--- src/rtl/irq_csr_unit.sv ---
module irq_csr_unit #(
  parameter int NLINES = 32,
  parameter int XLEN = 32,
  parameter int SEL_W = 3,
  parameter int ALIGN_BITS = 8,
  parameter logic [XLEN-1:0] VEC_OFFSET = 'hC0,
  parameter logic [XLEN-1:0] BASE_RESET = 'h0
) (
  input  logic              clk,
  input  logic              rst_n,
  input  logic [NLINES-1:0] irq_lines,
  input  logic [XLEN-1:0]   next_pc,
  input  logic              eret,
  input  logic              csr_we,
  input  logic [SEL_W-1:0]  csr_sel,
  input  logic [XLEN-1:0]   csr_wdata,
  output logic [XLEN-1:0]   csr_rdata,
  output logic              take,
  output logic [XLEN-1:0]   vec_addr,
  output logic [XLEN-1:0]   eret_target
);
  localparam logic [SEL_W-1:0] SEL_STATUS = SEL_W'(0);
  localparam logic [SEL_W-1:0] SEL_MASK   = SEL_W'(1);
  localparam logic [SEL_W-1:0] SEL_PEND   = SEL_W'(2);
  localparam logic [SEL_W-1:0] SEL_BASE   = SEL_W'(3);
  localparam logic [SEL_W-1:0] SEL_EPC    = SEL_W'(4);
  localparam logic [XLEN-1:0]  ALIGN_MASK = {XLEN{1'b1}} << ALIGN_BITS;

  logic              ie, eie;
  logic [NLINES-1:0] mask, pend;
  logic [XLEN-1:0]   base, epc;

  wire wr_status = csr_we && (csr_sel == SEL_STATUS);
  wire wr_mask   = csr_we && (csr_sel == SEL_MASK);
  wire wr_pend   = csr_we && (csr_sel == SEL_PEND);
  wire wr_base   = csr_we && (csr_sel == SEL_BASE);
  wire wr_epc    = csr_we && (csr_sel == SEL_EPC);

  assign take        = ie && |(pend & mask);
  assign vec_addr    = base + VEC_OFFSET;
  assign eret_target = epc;

  always_ff @(posedge clk or negedge rst_n) begin
    if (!rst_n) begin
      ie  <= 1'b0;
      eie <= 1'b0;
    end else if (take) begin
      eie <= ie;
      ie  <= 1'b0;
    end else if (eret) begin
      ie <= eie;
    end else if (wr_status) begin
      ie  <= csr_wdata[0];
      eie <= csr_wdata[1];
    end
  end

  always_ff @(posedge clk or negedge rst_n) begin
    if (!rst_n) begin
      mask <= '0;
      pend <= '0;
      base <= BASE_RESET & ALIGN_MASK;
      epc  <= '0;
    end else begin
      if (wr_mask) mask <= csr_wdata[NLINES-1:0];
      if (wr_pend) pend <= pend & ~csr_wdata[NLINES-1:0];
      else         pend <= pend | irq_lines;
      if (wr_base) base <= csr_wdata & ALIGN_MASK;
      if (take)        epc <= next_pc;
      else if (wr_epc) epc <= csr_wdata;
    end
  end

  always_comb begin
    csr_rdata = '0;
    case (csr_sel)
      SEL_STATUS: csr_rdata = XLEN'({eie, ie});
      SEL_MASK:   csr_rdata = XLEN'(mask);
      SEL_PEND:   csr_rdata = XLEN'(pend);
      SEL_BASE:   csr_rdata = base;
      SEL_EPC:    csr_rdata = epc;
      default:    csr_rdata = '0;
    endcase
  end


  entry_state_chk: assert property (@(posedge clk) disable iff (!rst_n)
    take |=> (eie && !ie));


  entry_epc_chk: assert property (@(posedge clk) disable iff (!rst_n)
    take |=> (epc == $past(next_pc)));


  take_single_chk: assert property (@(posedge clk) disable iff (!rst_n)
    take |=> !take);


  eret_restore_chk: assert property (@(posedge clk) disable iff (!rst_n)
    (eret && !take) |=> (ie == $past(eie)));


  pend_clear_chk: assert property (@(posedge clk) disable iff (!rst_n)
    wr_pend |=> ((pend & $past(csr_wdata[NLINES-1:0])) == '0));


  base_align_chk: assert property (@(posedge clk) disable iff (!rst_n)
    wr_base |=> (base[ALIGN_BITS-1:0] == '0));
endmodule

--- config.mk ---
export PLATFORM = sky130hd
export DESIGN_NAME = irq_csr_unit
export DESIGN_NICKNAME = d
export VERILOG_FILES = /design/src/rtl/irq_csr_unit.sv
export SDC_FILE = /design/constraint.sdc
export NUM_CORES = 1
export LEC_CHECK = 0
export BUFFER_PORTS_ARGS = -buffer_cell sky130_fd_sc_hd__buf_2
export CAP_MARGIN = 20
export CORE_UTILIZATION = 55
export DETAILED_ROUTE_END_ITERATION = 16
export PLACE_DENSITY = 0.82
export SLEW_MARGIN = 20
export SYNTH_ARGS = -nofsm -noshare
export SYNTH_HDL_FRONTEND = slang
export SYNTH_SLANG_ARGS = --single-unit
--- constraint.sdc ---
create_clock -name clk -period 4.85 [get_ports clk]
set_input_delay 0.2425 -clock clk [delete_from_list [all_inputs] [get_ports clk]]
set_output_delay 0.2425 -clock clk [all_outputs]
set_load 0.02 [all_outputs]
==> impl_results.md, run 1 <==
* Most frequent cells in the layout: buf_2 (190), dfrtp_1 (122), mux2_2 (112), dlygate4sd3_1 (73), a22oi_1 (70)
* Compound-Gate Fraction of Synth Area at 15.7%
* Vias/cell at 6.02
* Worst-margin pin slew at 1.09 ns
* Initial antenna violation count at 1
* Period utilization at 62.4%
* Number of iterations in the first detailed-routing pass at 5
* Mux cell area share after synthesis at 23.5%
* Final Hold Fails at 0
* Setup crit end kind: output pin
* TritonCTS clock tree: built
* DRC violations left at 0
* Number of max-cap violations at 0
* Ranking of synthesized cells by area: dfrtp_1 (52%), mux2_2 (21%), a22oi_1 (8.9%)
* Synth Instances at 492
* HP Class: primary input to flop
* CTS buffer count at 17
* Final WL at 18,400 um
* Syn_area_per_cell at 12.0 um2
* Post-synthesis cell area at 5910 um2
* Routed via count at 5,390
* IO Port Bufs at 191
* Worst-skew pair later-pin latency at 0.52 ns
* Clock Skew at 0.0101 ns
* Multi-input gate area at 2630 um2
* Setup TNS at 0 ns
* Count of cell types in the netlist at 26
* Post-CTS setup buffers at 0
* Die width at 106 um
* Pin count of the biggest net entering global routing at 82
* Wire per inst at 20.6 um
* Register Area at 3050 um2
* Top-area cell type share of the netlist area at 51.7%
* Synth Area in XOR/XNOR at 0%
* Crit Path Category: flop to output pin
* First-pass GRT wire length at 28,800 um
* Worst Setup Start Kind: flop
* FMAX at 331 MHz
* Biggest area consumer among synthesized cells: dfrtp_1
* Register clock-pin slew on the reported worst setup and hold paths at 0.05 ns
* Final slew viol count at 0
* Detail Route Antenna Nets at 0
* Tot GR Track Use at 33.8%
* Filler cells at 614
* Simple-Gate Fraction of Synth Area at 4.40%
* HPWL Detailed at 11,500 um
* Hold Worst Slack at 0.0104 ns
* Yosys reg bits at 122
* Ys Warns at 0
* Largest family of logic cells by synthesized area: multiplexers
* Io pins at 200
* Relative slew slack at 27.4%
* Vias in the first global route at 5,560
* Remaining global-route overflow at 0
* Arr. time, crit path at 2.78 ns
* Pleak at 3.71 nW
* Sequential area share after synthesis at 51.7%
* # setup viols final at 0
* Overall power at 3.50 mW
* PD cells at 429 nW/um2
* Final Net Count at 849
* Max FO, Critical Path at 15
* CORE AREA at 10,400 um2
* RSZ-0062 raised after global routing: no
* Adder-cell share of the synthesized area at 0%
* Die area at 11,200 um2
* Most common cell after layout, fill and taps aside: buf_2
* Synth-to-layout area growth at 38.3%
* Critical Path RT at 4.61 ns
* CTS Sinks at 122
* Worst VDD drop at 0.274 mV
* CTS root buf: clkbuf_8
* DRT iter0 DRCs at 495
* Starting Density at 57.0%
* Layout cells sized above 1 at 45.6%
* Status: finished, final reports clean
* Period minus WS final at 3.02 ns
* Global placer's final weighted congestion at 0.904
* Core Rows at 37
* Max Buffers Root-to-Sink at 2
* Die Height at 106 um
* H-tree Lvls at 4
==> where the power goes <==
group | total (mW) | switching (mW) | leakage (nW) | internal [mW]
clock network | 1.19 | 0.427 | 0.279 | 0.767
logic | 0.928 | 0.498 | 2.07 | 0.431
registers | 1.38 | 0.169 | 1.36 | 1.21
==> critical path, stage by stage, from the launching register on <==
cell	delay, ns
dfrtp_1	0.41
a22oi_1	0.28
nand4_1	0.25
o41ai_4	1.05
inv_1	0.08
buf_2	0.19
==> cells by family (layout without fill, tap and decap cells) <==
| logic type | after synthesis | in the layout |
|---|---|---|
| DFF | 122 | 122 |
| and+or+nand+nor | 54 | 54 |
| AOI/OAI and AO/OA | 146 | 146 |
| other | 2 | 9 |
| buffers and inverters | 44 | 305 |
| muxes | 124 | 124 |
==> final timing paths <==
check / start / to / slack (ns) / cells past startpoint
max in group asynchronous: rst_n / base[17]$_DFFE_PN0P_ / 3.44 / 3
setup reg to reg: pend[14]$_DFF_PN0_ / eret_target[13]$_DFFE_PN0P_ / 1.88 / 5
setup / recovery: pend[14]$_DFF_PN0_ / take / 1.83 / 5
hold reg to reg: base[12]$_DFFE_PN0P_ / base[12]$_DFFE_PN0P_ / 0.53 / 1
hold / removal: irq_lines[2] / pend[2]$_DFF_PN0_ / 0.01 / 3
min in group asynchronous: rst_n / eret_target[11]$_DFFE_PN0P_ / 0.33 / 2
==> cell usage after synthesis <==
master,instances
dfrtp_1,122
mux2_2,112
a22oi_1,70
a21oi_1,66
nand2_1,35
clkbuf_1,15
buf_4,9
o21ai_0,9
buf_2,8
buf_6,8
mux2_1,8
and2_1,4
mux2i_1,4
nand4_1,4
nor2b_1,3
buf_1,2
conb_1,2
nor2_1,2
nor3b_2,2
and2_0,1
clkbuf_2,1
inv_1,1
nand2_2,1
nand2b_1,1
nor4b_1,1
o41ai_4,1
==> registers in the layout, indices dropped and copies added (netlist names) <==
signal / cells
ie: 1
eie: 1
mask: 32
pend: 32
eret_target: 32
base: 24
==> stage by stage <==
step	utilization [%]	std cells	setup slack (ns)	instance area (um2)
floorplan	-	498	2.89	5930
global placement	66.3	790	1.90	6870
detailed placement	66.3	790	1.84	6870
CTS	78.8	895	1.81	8170
global route	78.8	896	1.72	8170
finish	78.8	896	1.83	8170
==> layout make-up <==
class	instances	share of cell area (%)
flip-flops and latches	122	37.4
inverters	1	0.0459
repair buffers	272	21.4
multi-input cells	332	32.1
diodes	1	0.0306
well taps	136	2.08
clock inverters	8	1.13
clock buffers	24	5.76
==> timing repair <==
action,in CTS,in global routing
hold buffers,73,0
gates resized for setup,0,0
endpoints found under the hold margin,157,0
endpoints found under the setup margin,0,0
==> metal layers <==
metal | track usage [%] | routed length [um] | vias to the layer above | share of wire (%)
met2 | 58.5 | 9380 | 336 | 51
met4 | 16.0 | 741 | 0 | 4.0
met3 | 7.17 | 1320 | 72 | 7.1
met1 | 40.1 | 6990 | 2656 | 38
li1 | - | - | 2326 | -
met5 | 0 | 0 | - | 0
Power figures use the tool's default switching activity.
==> inputs of run 2 (changes only) <==
--- a/config.mk
+++ b/config.mk
@@ -7,9 +7,9 @@
 export LEC_CHECK = 0
 export BUFFER_PORTS_ARGS = -buffer_cell sky130_fd_sc_hd__buf_2
 export CAP_MARGIN = 20
-export CORE_UTILIZATION = 55
+export CORE_UTILIZATION = 51
 export DETAILED_ROUTE_END_ITERATION = 16
-export PLACE_DENSITY = 0.82
+export PLACE_DENSITY = 0.77
 export SLEW_MARGIN = 20
 export SYNTH_ARGS = -nofsm -noshare
 export SYNTH_HDL_FRONTEND = slang
==> constraint.sdc (replaced) <==
create_clock -name clk -period 3 [get_ports clk]
set_input_delay 0.15 -clock clk [delete_from_list [all_inputs] [get_ports clk]]
set_output_delay 0.15 -clock clk [all_outputs]
set_load 0.02 [all_outputs]
==> run 2 against run 1 <==
Register-to-register slack got worse by 1.1 ns. Die area grew 7.7%. Setup slack lost 1.2 ns. Combinational power rose by 62%. Largest power group unchanged. Core utilization is 4.8 points lower. Cell count grew 0.22%. Non-clock buffer count shrank 1. Sequential share of layout area is 0.13 points lower. Largest cell class unchanged. Total power rose by 66%. Via count shrank 2.8%. Flip-flop and latch count stayed put. Clock power up 76%.
==> impl_results.md, run 2 (synthesis results as in run 1) <==
* Status: finished, final reports clean
* DRC violations left at 0
* Number of max-cap violations at 0
* H-tree Lvls at 4
* HPWL Detailed at 11,700 um
* Tot GR Track Use at 31.4%
* Filler cells at 724
* TritonCTS clock tree: built
* Pin count of the biggest net entering global routing at 58
* Routed via count at 5,238
* Worst Setup Start Kind: flop
* Antenna Cells at 0
* Initial antenna violation count at 0
* Most common cell after layout, fill and taps aside: buf_2
* Starting Density at 53.4%
* Worst-margin pin slew at 0.734 ns
* Final Hold Fails at 0
* Worst Path Buf+Inv at 3
* CTS buffer count at 17
* Die Height at 110 um
* Detail Route Antenna Nets at 0
* Worst-skew pair later-pin latency at 0.42 ns
* Register clock-pin slew on the reported worst setup and hold paths at 0.05 ns
* Slowest Stage Delay on Critical Path at 0.41 ns
* Vias in the first global route at 5,392
* Hold Path Stages at 3
* Worst VDD drop at 0.347 mV
* CORE AREA at 11,100 um2
* CTS Sinks at 122
* Max FO, Critical Path at 16
* Pleak at 3.76 nW
* CP top delay family: compound AO/OA/AOI/OAI gates
* Final Net Count at 848
* Setup TNS at 0 ns
* Final WL at 18,100 um
* Die width at 110 um
* HP Class: primary input to flop
* Reg2reg start: mask[14]$_DFFE_PN0P_
* Worst Setup SP: mask[14]$_DFFE_PN0P_
* Clock Skew at 0.0108 ns
* Worst path cell trace: a22oi_1 -> nand4_1 -> o41ai_4 -> buf_4 -> inv_1 -> buf_2
* Setup crit end kind: output pin
* # setup viols final at 0
* Critical Path RT at 2.85 ns
* DRT iter0 DRCs at 331
* Remaining global-route overflow at 0
* Io pins at 200
* Die area at 12,000 um2
* CTS root buf: clkbuf_16
* Period minus WS final at 2.40 ns
* Layout cells sized above 1 at 46.7%
* Global placer's final weighted congestion at 0.860
* IO Port Bufs at 191
* First-pass GRT wire length at 27,800 um
* FMAX at 416 MHz
* Vias/cell at 5.83
* Synth-to-layout area growth at 38.7%
* HP Start: irq_lines[0]
* Period utilization at 80.1%
* Max Buffers Root-to-Sink at 2
* Overall power at 5.81 mW
* Cell count along the critical path at 6
* Register Area at 3050 um2
* Most frequent cells in the layout: buf_2 (190), dfrtp_1 (122), mux2_2 (112), a22oi_1 (70), a21oi_1 (66)
* PD cells at 709 nW/um2
* Multi-input gate area at 2630 um2
* Final slew viol count at 0
* Number of iterations in the first detailed-routing pass at 5
* Crit Path Category: flop to output pin
* Arr. time, crit path at 2.25 ns
* Wire per inst at 20.1 um
* Relative slew slack at 51.1%
* Slowest CP cell: o41ai_4
* Core Rows at 38
* Post_cts resized at 0
* RSZ-0062 raised after global routing: no
* Worst reg2reg path depth at 5
[run 2: path summary, 6_finish.rpt]
path | end | slack (ns)
min in group asynchronous | eret_target[28]$_DFFE_PN0P_ | 0.34
max in group asynchronous | pend[1]$_DFF_PN0_ | 1.66
setup reg to reg | eret_target[24]$_DFFE_PN0P_ | 0.82
hold / removal | pend[0]$_DFF_PN0_ | 0.006
hold reg to reg | base[31]$_DFFE_PN0P_ | 0.53
setup / recovery | take | 0.60
[run 2: worst reg2reg max path: stages, from the launching register on]
cell,delay (ns)
dfrtp_1,0.39
a22oi_1,0.27
nand4_1,0.22
o41ai_4,0.41
buf_4,0.37
mux2_2,0.39
[run 2: cell type report]
class                      count  area share [%]
sequential                   122            37.2
multi-input combinational    332            32.0
clock inverter                 8            1.40
inverter                       1          0.0458
tap                          140            2.14
clock buffer                  24            6.00
timing repair buffer         271            21.1
[run 2: repair_timing]
action | CTS | global route
setup buffers | 0 | 0
endpoints found under the hold margin | 119 | 0
hold buffers | 65 | 0
[run 2: stage by stage]
stage                     worst slack [ns]  hold slack, ns  cells  util, %  area, um2
after floorplan                       1.04          -0.146    498        -       5930
after global placement               0.865           0.241    801     62.7       6940
after detailed placement             0.817           0.253    801     62.7       6940
after CTS                            0.569         0.00165    898     74.0       8200
after global routing                 0.473          0.0163    898     74.0       8200
final                                0.598         0.00593    898     74.0       8200
[run 2: per-layer routing]
layer	wire length [um]	part of all wire [%]	global-route usage, %
met1	7210	40	39.4
met2	9180	51	52.1
met3	1100	6.1	5.57
met4	590	3.3	16.3
met5	0	0	0
[run 2: report_power, final]
| group | switching, mW | internal (mW) | total, mW |
|---|---|---|---|
| clock network | 0.708 | 1.39 | 2.10 |
| registers | 0.259 | 1.96 | 2.22 |
| logic | 0.800 | 0.697 | 1.50 |
